===== src/rtl/boundary_pkg.sv =====
package boundary_pkg;
   // When the shadow register is allowed to load
   typedef enum logic {
      SHADOW_ON_ONSET = 1'b0,  // only on the cycle a stall begins
      SHADOW_WHILE_OPEN = 1'b1 // every cycle the delayed stall is low
   } shadow_mode_e;
endpackage


===== src/rtl/stall_delay_flop.sv =====
module stall_delay_flop (
   input  logic clk,
   input  logic rst_n,
   input  logic stall_in,
   output logic stall_q
);
   logic live_q;

   always_ff @(posedge clk) begin
      if (!rst_n) begin
         stall_q <= 1'b0;
         live_q  <= 1'b0;
      end else begin
         stall_q <= stall_in;
         live_q  <= 1'b1;
      end
   end


   stall_follow_chk: assert property (@(posedge clk) disable iff (!rst_n)
      live_q |=> stall_q == $past(stall_in));
endmodule


===== src/rtl/shadow_buffer.sv =====
module shadow_buffer
   import boundary_pkg::*;
#(
   parameter int unsigned  DATA_W = 32,
   parameter shadow_mode_e MODE   = SHADOW_ON_ONSET
) (
   input  logic              clk,
   input  logic              rst_n,
   input  logic              stall_in,
   input  logic              stall_q,
   input  logic              in_valid,
   input  logic [DATA_W-1:0] in_data,
   output logic              buf_valid,
   output logic [DATA_W-1:0] buf_data
);
   logic load_en;
   logic replay;

   generate
      if (MODE == SHADOW_WHILE_OPEN) begin : g_open
         assign load_en = !stall_q;
      end else begin : g_onset
         assign load_en = stall_in && !stall_q;
      end
   endgenerate

   assign replay = stall_q && !stall_in;

   always_ff @(posedge clk) begin
      if (!rst_n) begin
         buf_valid <= 1'b0;
      end else if (load_en) begin
         buf_valid <= in_valid;
      end else if (replay) begin
         buf_valid <= 1'b0;
      end
   end

   always_ff @(posedge clk) begin
      if (load_en && in_valid) begin
         buf_data <= in_data;
      end
   end


   onset_catch_chk: assert property (@(posedge clk) disable iff (!rst_n)
      (stall_in && !stall_q) |=> buf_valid == $past(in_valid));


   onset_word_chk: assert property (@(posedge clk) disable iff (!rst_n)
      (stall_in && !stall_q && in_valid) |=> buf_data == $past(in_data));


   replay_clear_chk: assert property (@(posedge clk) disable iff (!rst_n)
      (stall_q && !stall_in) |=> !buf_valid);
endmodule


===== src/rtl/main_stage.sv =====
module main_stage #(
   parameter int unsigned DATA_W = 32
) (
   input  logic              clk,
   input  logic              rst_n,
   input  logic              stall_in,
   input  logic              stall_q,
   input  logic              in_valid,
   input  logic [DATA_W-1:0] in_data,
   input  logic              buf_valid,
   input  logic [DATA_W-1:0] buf_data,
   output logic              out_valid,
   output logic [DATA_W-1:0] out_data
);
   logic              src_valid;
   logic [DATA_W-1:0] src_data;

   // source select: live input while open, shadow copy on the release cycle
   always_comb begin
      if (stall_q) begin
         src_valid = buf_valid;
         src_data  = buf_data;
      end else begin
         src_valid = in_valid;
         src_data  = in_data;
      end
   end

   always_ff @(posedge clk) begin
      if (!rst_n) begin
         out_valid <= 1'b0;
      end else if (!stall_in) begin
         out_valid <= src_valid;
      end
   end

   always_ff @(posedge clk) begin
      if (!stall_in && src_valid) begin
         out_data <= src_data;
      end
   end


   hold_on_stall_chk: assert property (@(posedge clk) disable iff (!rst_n)
      stall_in |=> ($stable(out_valid) && $stable(out_data)));


   pass_through_chk: assert property (@(posedge clk) disable iff (!rst_n)
      (!stall_in && !stall_q) |=> out_valid == $past(in_valid));


   replay_word_chk: assert property (@(posedge clk) disable iff (!rst_n)
      (!stall_in && stall_q && buf_valid) |=> (out_valid && out_data == $past(buf_data)));


   empty_replay_chk: assert property (@(posedge clk) disable iff (!rst_n)
      (!stall_in && stall_q && !buf_valid) |=> !out_valid);
endmodule


===== src/rtl/pipe_stall_slice.sv =====
module pipe_stall_slice
   import boundary_pkg::*;
#(
   parameter int unsigned  DATA_W      = 32,
   parameter shadow_mode_e SHADOW_MODE = SHADOW_ON_ONSET
) (
   input  logic              clk,
   input  logic              rst_n,
   input  logic              in_valid,
   input  logic [DATA_W-1:0] in_data,
   input  logic              stall_in,
   output logic              out_valid,
   output logic [DATA_W-1:0] out_data,
   output logic              stall_out
);
   generate
      if (DATA_W < 1) begin : g_bad_width
         $error("pipe_stall_slice: DATA_W must be at least 1");
      end
   endgenerate

   logic              stall_q;
   logic              buf_valid;
   logic [DATA_W-1:0] buf_data;

   stall_delay_flop u_delay (
      .clk      (clk),
      .rst_n    (rst_n),
      .stall_in (stall_in),
      .stall_q  (stall_q)
   );

   shadow_buffer #(
      .DATA_W (DATA_W),
      .MODE   (SHADOW_MODE)
   ) u_shadow (
      .clk       (clk),
      .rst_n     (rst_n),
      .stall_in  (stall_in),
      .stall_q   (stall_q),
      .in_valid  (in_valid),
      .in_data   (in_data),
      .buf_valid (buf_valid),
      .buf_data  (buf_data)
   );

   main_stage #(
      .DATA_W (DATA_W)
   ) u_main (
      .clk       (clk),
      .rst_n     (rst_n),
      .stall_in  (stall_in),
      .stall_q   (stall_q),
      .in_valid  (in_valid),
      .in_data   (in_data),
      .buf_valid (buf_valid),
      .buf_data  (buf_data),
      .out_valid (out_valid),
      .out_data  (out_data)
   );

   assign stall_out = stall_q;


   reset_quiet_chk: assert property (@(posedge clk)
      !rst_n |=> (!out_valid && !stall_out));
endmodule


===== config.mk =====
export PLATFORM = sky130hd
export DESIGN_NAME = pipe_stall_slice
export DESIGN_NICKNAME = d
export VERILOG_FILES = /design/src/rtl/boundary_pkg.sv /design/src/rtl/stall_delay_flop.sv /design/src/rtl/shadow_buffer.sv /design/src/rtl/main_stage.sv /design/src/rtl/pipe_stall_slice.sv
export SDC_FILE = /design/constraint.sdc
export NUM_CORES = 1
export LEC_CHECK = 0
export ABC_CLOCK_PERIOD_IN_PS = 4100
export CORE_MARGIN = 3
export CORE_UTILIZATION = 50
export DETAILED_ROUTE_END_ITERATION = 16
export GPL_TIMING_DRIVEN = 0
export PLACE_DENSITY_LB_ADDON = 0.05
export RECOVER_POWER = 25
export SLEW_MARGIN = 20
export SYNTH_ARGS = -nofsm -noshare
export SYNTH_HDL_FRONTEND = slang
export SYNTH_HIERARCHICAL = 1
export SYNTH_SLANG_ARGS = --single-unit

===== constraint.sdc =====
create_clock -name clk -period 4.1 [get_ports clk]
set_clock_uncertainty 0.15 [all_clocks]
set_input_delay 0.82 -clock clk [delete_from_list [all_inputs] [get_ports clk]]
set_output_delay 0.82 -clock clk [all_outputs]
set_load 0.005 [all_outputs]

# Yosys cells after proc, flatten, opt, wreduce, memory -nomap -nowiden
# Cells that the tools add are included.
word_totals:
  regBits: 67
  input_bits: 36
  out_inout_bits: 34
  wordCells: 16
classes:
  mux: 4
  reduce_logical: 7
ops:
  columns: ["operator", "count"]
  rows:
  - ["two-way mux 32 bit", 1]
  - ["logical AND 1 bit", 4]
  - ["two-way mux 1 bit", 3]
  - ["logical NOT 1 bit", 2]
  - ["nonzero test 2 bit", 1]

# Logic depth before layout (Yosys ltp)
# Gate-level depths: netlist (run 1).
depth:
  word_depth: 4
  depth_mapped: 4
  mapped_depth_nobuf: 4

# Cells and area by module
# The synthesis (run 1) kept the hierarchy.
by_module_without_submodules:
  columns: ["module", "n_inst", "cells_each", "area_each_um2", "seq_area_each_um2"]
  rows:
  - ["main_stage", 1, 75, 1565.3, 980.9]
  - ["shadow_buffer", 1, 39, 1021.0, 980.9]
  - ["stall_delay_flop", 1, 2, 26.3, 20.0]

# Worst setup path after synthesis (run 1)
# No wires, ideal clock.
synth_path:
  path_kind: "input port to flip-flop"
  start: "input in_valid"
  end: "register u_main.out_data[0], enable pin"
  setup_time_ns: 0.421
  arrival_ns: 2.267
  t_required_ns: 3.529
  setup_slack_ns: 1.262
  cell_stages: 2
  n_path_buf: 0
  path_cell_list: "mux2i_1 nor2_1"
synth_via:
  elab_chain_len: 2
synth_lines:
  columns: ["item", "line_no", "text"]
  rows:
  - ["start, declared", "pipe_stall_slice.sv:9", "input logic in_valid,"]
  - ["two-way mux 1 bit", "main_stage.sv:20", "if (stall_q) begin"]
  - ["logical AND 1 bit", "main_stage.sv:38", "if (!stall_in && src_valid) begin"]
  - ["end signal, assigned", "main_stage.sv:39", "out_data <= src_data;"]
  - ["end, declared", "main_stage.sv:13", "output logic [DATA_W-1:0] out_data"]
# No other way between the ends.
# A chain may end at the register's enable or synchronous reset.

# Worst setup path in the final report (run 1)
layout_path:
  start: "input stall_in"
  end: "register u_shadow.buf_data[11], enable pin"
layout_via:
  elab_chain_len: 2
layout_lines:
  columns: ["item", "line_no", "text"]
  rows:
  - ["start, declared", "pipe_stall_slice.sv:11", "input logic stall_in,"]
  - ["logical AND 1 bit", "shadow_buffer.sv:23", "assign load_en = stall_in && !stall_q;"]
  - ["logical AND 1 bit", "shadow_buffer.sv:40", "if (load_en && in_valid) begin"]
  - ["end signal, assigned", "shadow_buffer.sv:41", "buf_data <= in_data;"]
  - ["end, declared", "shadow_buffer.sv:14", "output logic [DATA_W-1:0] buf_data"]
# No other way between the ends.

==> flow_summary.json, run 1 <==
{
  "setup-tns-final_ns": 0,
  "worst_skew_pair.late_latency_ns": 0.33,
  "die_w_um": 78.3,
  "r2r_cells": 4,
  "gp_congestion": 0.688,
  "reg2reg_from": "u_delay/stall_q",
  "synthCells": 116,
  "dieHeight_um": 78.3,
  "crit_slowest_cell": "dlygate4sd3_1",
  "diodes": 0,
  "nets": 234,
  "numCtsBuffers": 9,
  "hold_end": "u_shadow/buf_valid",
  "p_seq_frac": 0.530,
  "path_buf_inv": 1,
  "clkSinkCount": 67,
  "drtPass1Iterations": 3,
  "ir_drop_uv": 359,
  "min_delay_path_depth": 2,
  "status": "finished clean",
  "wl_mm": 4.40,
  "start_util": 0.535,
  "max_stage_delay_ns": 0.66,
  "p_leak_nw": 1.29,
  "avgViaCountPerCell": 4.92,
  "post_cts_buffers": 0,
  "finalSetupViolCount": 0,
  "maxSlewViolCount": 0,
  "critPathLaunchType": "primary input",
  "grt.overflow.total": 0,
  "p_int_w": 0.00121,
  "rsz0062_at_grt": "false",
  "core.rowCount": 25,
  "synth_enable_flop_cells": 64,
  "netlist_area_mm2": 0.00261,
  "vias": 1318,
  "p_total_w": 0.00150,
  "cts-resized-gates": 0,
  "worstPathRequired_ns": 3.91,
  "antenna_found_initial": 0,
  "synth_nets": 153,
  "yosys.area.top_type": "edfxtp_1",
  "synth_ff_type": "edfxtp_1",
  "combPwrFrac": 0.093,
  "synth_cell_types": 16,
  "slew_headroom": 0.482,
  "htree_levels": 3,
  "hold_buffers": 0,
  "die_area_mm2": 0.00613,
  "yosys.area.top_type_share": 0.736,
  "worstPathCellList": "dlygate4sd3_1 -> ha_1 -> and2_2",
  "critPathTopFamily": "buffers and inverters",
  "rr_endpoint": "u_main/out_data[13]",
  "swShare": 0.193,
  "initialDrtViolationCount": 100,
  "coreArea_mm2": 0.00488,
  "cts_tree": "built",
  "fin_crit_ns": 2.56,
  "yosysSeqAreaShare": 0.759,
  "clock_power_share": 0.377,
  "synth_area_leaders": "edfxtp_1, mux2_4, buf_12, dfxtp_1, mux2_2",
  "synth.avg_cell_area_um2": 22.5,
  "critPathArrivalTime_ns": 2.37,
  "syn2layout_area_growth_pct": 37.7,
  "wl_per_cell_um": 16.4,
  "tightest_slew_ns": 0.777,
  "rrSetupSlack_ns": 2.32,
  "grt_pass1_wl_mm": 7.07,
  "netSwitchingPower_w": 0.000290,
  "hold_start": "u_shadow/buf_valid",
  "first_global_vias": 1404,
  "path_clk_slew_ns": 0.06,
  "grt_max_degree": 33,
  "power_density_mw_per_mm2": 417,
  "cap_violations": 0,
  "drive_gt1_frac": 0.229,
  "post-route-drc-count": 0,
  "hold_viol": 0,
  "grt_usage": 0.158,
  "async_flop_share": 0,
  "endpoint_kind": "register",
  "fin_crit_sh": 0.625,
  "yosys_warnings": 6,
  "drtAntennaViolNets": 0,
  "fmax_ghz": 0.390,
  "dp_hpwl_mm": 3.10,
  "cts-root-buf": "clkbuf_8",
  "clk_path_buf_depth": 2,
  "crit_fanout": 32,
  "path_class": "in -> reg",
  "num_io_pins": 70,
  "hp-class": "reg -> reg",
  "portBuffers": 69,
  "synth-seq-cells": 67
}
-- worst max path at each step --
stage	start	cells after the start	end	slack (ns)
2_1_floorplan	in_valid	2	u_main/out_data[0]	1.26
5_1_grt	stall_in	3	u_shadow/buf_data[17]	1.43
4_1_cts	stall_in	3	u_shadow/buf_data[17]	1.61
3_3_place_gp	in_valid	3	u_main/out_data[21]	0.16
6_report	stall_in	3	u_shadow/buf_data[11]	1.54
3_5_place_dp	stall_in	3	u_shadow/buf_data[22]	1.26
-- cell usage after synthesis (2+ instances only) --
library cell	number
dfxtp_1	3
mux2_2	2
edfxtp_1	64
and2_1	2
mux2_4	30
buf_12	3
inv_1	3
-- placed cells by master, fill, tap and decap left out, types with 2 or more instances in the layout --
master / n
mux2_4: 22
clkinv_2: 2
mux2_1: 8
dfxtp_1: 3
buf_12: 3
clkbuf_8: 9
inv_1: 3
dlygate4sd3_1: 33
clkdlybuf4s50_1: 36
edfxtp_1: 64
mux2_2: 2
bufinv_16: 2
-- final cells by class --
class / instances / area [µm²]
sequential: 67 / 1980
fill: 329 / 1280
timing repair buffer: 70 / 718
multi-input combinational: 42 / 527
clock buffer: 9 / 124
tap: 67 / 83.8
clock inverter: 6 / 81.3
buffer: 4 / 71.3
inverter: 3 / 11.3
-- state kept, by name (all words and copies together) (netlist names) --
register,cells
u_main/out_data,32
u_shadow/buf_data,32
u_delay/stall_q,1
u_main/out_valid,1
u_shadow/buf_valid,1
-- per-stage QoR --
| stage | setup WS, ns | hold WS [ns] | util | cell area [µm²] | std cells |
|---|---|---|---|---|---|
| 3_5_place_dp | 1.26 | 0.347 | 0.702 | 3420 | 253 |
| 3_3_place_gp | 0.156 | 0.292 | 0.694 | 3390 | 252 |
| 5_1_grt | 1.43 | 0.393 | 0.737 | 3600 | 268 |
| 6_report | 1.54 | 0.345 | 0.737 | 3600 | 268 |
| 4_1_cts | 1.61 | 0.357 | 0.744 | 3630 | 268 |
| 2_1_floorplan | 1.26 | 0.284 | - | 2610 | 116 |
-- power groups by stage --
stage / Sequential, W / Combinational (W) / Clock [W]
after floorplan: 0.000811 / 0.0000661 / 0
after global placement: 0.000809 / 0.000142 / 0
after detailed placement: 0.000810 / 0.000153 / 0
after CTS: 0.000795 / 0.000154 / 0.000579
after global routing: 0.000797 / 0.000149 / 0.000609
final: 0.000794 / 0.000139 / 0.000566
-- worst min-delay path, stage by stage, from the launching register on --
cell and delay, ns:
dfxtp_1 0.32, nand3_1 0.07, nand2_1 0.06
-- routing by layer --
| metal | global-route usage | vias to the layer above | share of wire |
|---|---|---|---|
| met5 | 0 | - | 0 |
| met4 | 0.0682 | 0 | 0.018 |
| met3 | 0.0596 | 8 | 0.065 |
| met2 | 0.263 | 47 | 0.52 |
| met1 | 0.182 | 647 | 0.40 |
| li1 | - | 616 | - |
-- logic make-up after synthesis --
logic type / Yosys count / synth area share
DFF: 67 / 0.759
muxes: 33 / 0.185
buffers and inverters: 7 / 0.0316
and+or+nand+nor: 7 / 0.0153
AOI/OAI and AO/OA: 1 / 0.00479
adders and majority gates: 1 / 0.00479
No activity file was read; power rests on OpenSTA's default activity.
==> inputs of run 2 (changes only) <==
Settings changed: ABC_CLOCK_PERIOD_IN_PS 4100 to 2230, CORE_UTILIZATION 50 to 43.
Clock period 4.1 ns to 2.23 ns, I/O delays scaled along.
==> run 2 against run 1 <==
  * First-iteration DRC count decreased by 23%
  * Clock power up 44%
  * Cell area decreased by 1.8%
  * Combinational power is 83% higher
  * Register-to-register slack worse by 1.9 ns
  * Power grew 69%
  * Die area increased by 15%
  * Clock-buffer cell count is 1 higher
==> flow_summary.json, run 2 (synthesized netlist as in run 1, its figures left out) <==
{
  "status": "finished clean",
  "largestRegisters": "u_main/out_data x32, u_shadow/buf_data x32",
  "drive_gt1_frac": 0.238,
  "crit_fanout": 32,
  "reg2reg_from": "u_delay/stall_q",
  "path_buf_inv": 1,
  "die_w_um": 83.9,
  "clk_path_buf_depth": 2,
  "hold_start": "u_shadow/buf_valid",
  "max_stage_delay_ns": 0.68,
  "coreArea_mm2": 0.00568,
  "dieHeight_um": 83.9,
  "portBuffers": 69,
  "tightest_slew_ns": 0.812,
  "first_global_vias": 1439,
  "path_class": "in -> reg",
  "hold_buffers": 0,
  "p_total_w": 0.00253,
  "min_delay_path_depth": 2,
  "hold_viol": 0,
  "rr_endpoint": "u_main/out_data[18]",
  "postLayoutCoreUtil": 0.623,
  "post_cts_buffers": 0,
  "worstPathRequired_ns": 2.04,
  "crit_slowest_cell": "and2_2",
  "die_area_mm2": 0.00705,
  "cts-resized-gates": 0,
  "endpoint_kind": "register",
  "ir_drop_uv": 451,
  "slew_headroom": 0.459,
  "drtAntennaViolNets": 0,
  "hp-class": "reg -> reg",
  "rsz0062_at_grt": "false",
  "syn2layout_area_growth_pct": 35.2,
  "hold_end": "u_shadow/buf_valid",
  "dp_hpwl_mm": 3.24,
  "num_io_pins": 70,
  "gp_congestion": 0.714,
  "rrSetupSlack_ns": 0.37,
  "cap_violations": 0,
  "worstPathCellList": "clkdlybuf4s50_1 -> ha_1 -> and2_2",
  "vias": 1318,
  "final_cell_mix": "edfxtp_1, clkdlybuf4s50_1, dlygate4sd3_1, mux2_4, clkbuf_8",
  "fin_crit_ns": 2.12,
  "critPathArrivalTime_ns": 1.93,
  "maxSlewViolCount": 0,
  "worst_skew_pair.late_latency_ns": 0.32,
  "clkSinkCount": 67,
  "grt.overflow.total": 0,
  "drtPass1Iterations": 6,
  "cts_tree": "built",
  "grt_max_degree": 33,
  "setup-tns-final_ns": 0,
  "cts-root-buf": "clkbuf_8",
  "htree_levels": 3,
  "fmax_ghz": 0.472,
  "grt_usage": 0.137,
  "finalSetupViolCount": 0,
  "layout_commonest_cell": "edfxtp_1",
  "start_util": 0.460,
  "p_leak_nw": 1.27,
  "numCtsBuffers": 9,
  "wl_per_cell_um": 16.7,
  "diodes": 0,
  "r2r_cells": 3,
  "critPathLaunchType": "primary input",
  "core.rowCount": 27,
  "avgViaCountPerCell": 4.81,
  "path_clk_slew_ns": 0.07,
  "power_density_mw_per_mm2": 716,
  "initialDrtViolationCount": 77,
  "grt_pass1_wl_mm": 7.28,
  "critPathTopFamily": "simple AND/OR/NAND/NOR gates",
  "fin_crit_sh": 0.950,
  "nets": 234,
  "post-route-drc-count": 0,
  "wl_mm": 4.58,
  "antenna_found_initial": 0
}
run 2: cell count changes in the layout (fill, tap and decap cells not counted):
| cell | before | now |
|---|---|---|
| buf_12 | 3 | 0 |
| bufinv_16 | 2 | 0 |
| clkbuf_1 | 0 | 4 |
| clkdlybuf4s50_1 | 36 | 37 |
| clkinv_1 | 1 | 2 |
| clkinvlp_4 | 1 | 2 |
| dlygate4sd3_1 | 33 | 32 |
| mux2_1 | 8 | 2 |
| mux2_4 | 22 | 28 |
run 2: stage by stage:
step                setup slack, ns  instances  area [µm²]  hold WS, ns
detailed placement           -0.228        258        3430        0.303
finish                        0.110        274        3530        0.314
global placement             -0.612        257        3400        0.294
floorplan                     0.193        116        2620        0.284
CTS                           0.131        274        3590        0.314
global route                 0.0337        274        3530        0.334
run 2: worst reg2reg max path, delay by kind of cell, from the launching register on:
family / cells / cell delay (ns)
mux: 1 / 0.40
flops: 1 / 0.36
buf+inv: 2 / 0.71
run 2: routing by layer:
layer	wire, µm	track usage	part of all wire	up-vias
li1	-	-	-	618
met1	1810	0.157	0.39	645
met2	2410	0.231	0.53	49
met3	304	0.0464	0.066	6
met4	56	0.0658	0.012	0
met5	0	0	0	-
run 2: worst max-delay path by stage:
stage | cells after the start | to | slack (ns) | startpoint
after detailed placement | 3 | u_shadow/buf_data[17] | -0.23 | stall_in
after global placement | 3 | u_shadow/buf_data[11] | -0.61 | stall_in
after global routing | 3 | u_shadow/buf_data[0] | 0.03 | stall_in
final | 3 | u_shadow/buf_data[14] | 0.11 | stall_in
after CTS | 3 | u_shadow/buf_data[15] | 0.13 | stall_in
after floorplan | 3 | u_main/out_data[0] | 0.19 | u_delay/stall_q
run 2: layout make-up:
class / instances / area, µm²
flip-flops and latches: 67 / 1980
plain buffers: 4 / 22.5
well taps: 72 / 90.1
fillers: 419 / 2140
multi-input cells: 42 / 549
inverters: 3 / 11.3
repair buffers: 70 / 718
clock buffers: 10 / 128
clock inverters: 6 / 32.5
run 2: where the power goes:
part | total [W] | internal [W] | switching, W | leakage, nW
clock network | 0.000815 | 0.000391 | 0.000424 | 0.0771
registers | 0.00146 | 0.00145 | 0.0000154 | 0.619
logic | 0.000255 | 0.000162 | 0.0000930 | 0.570
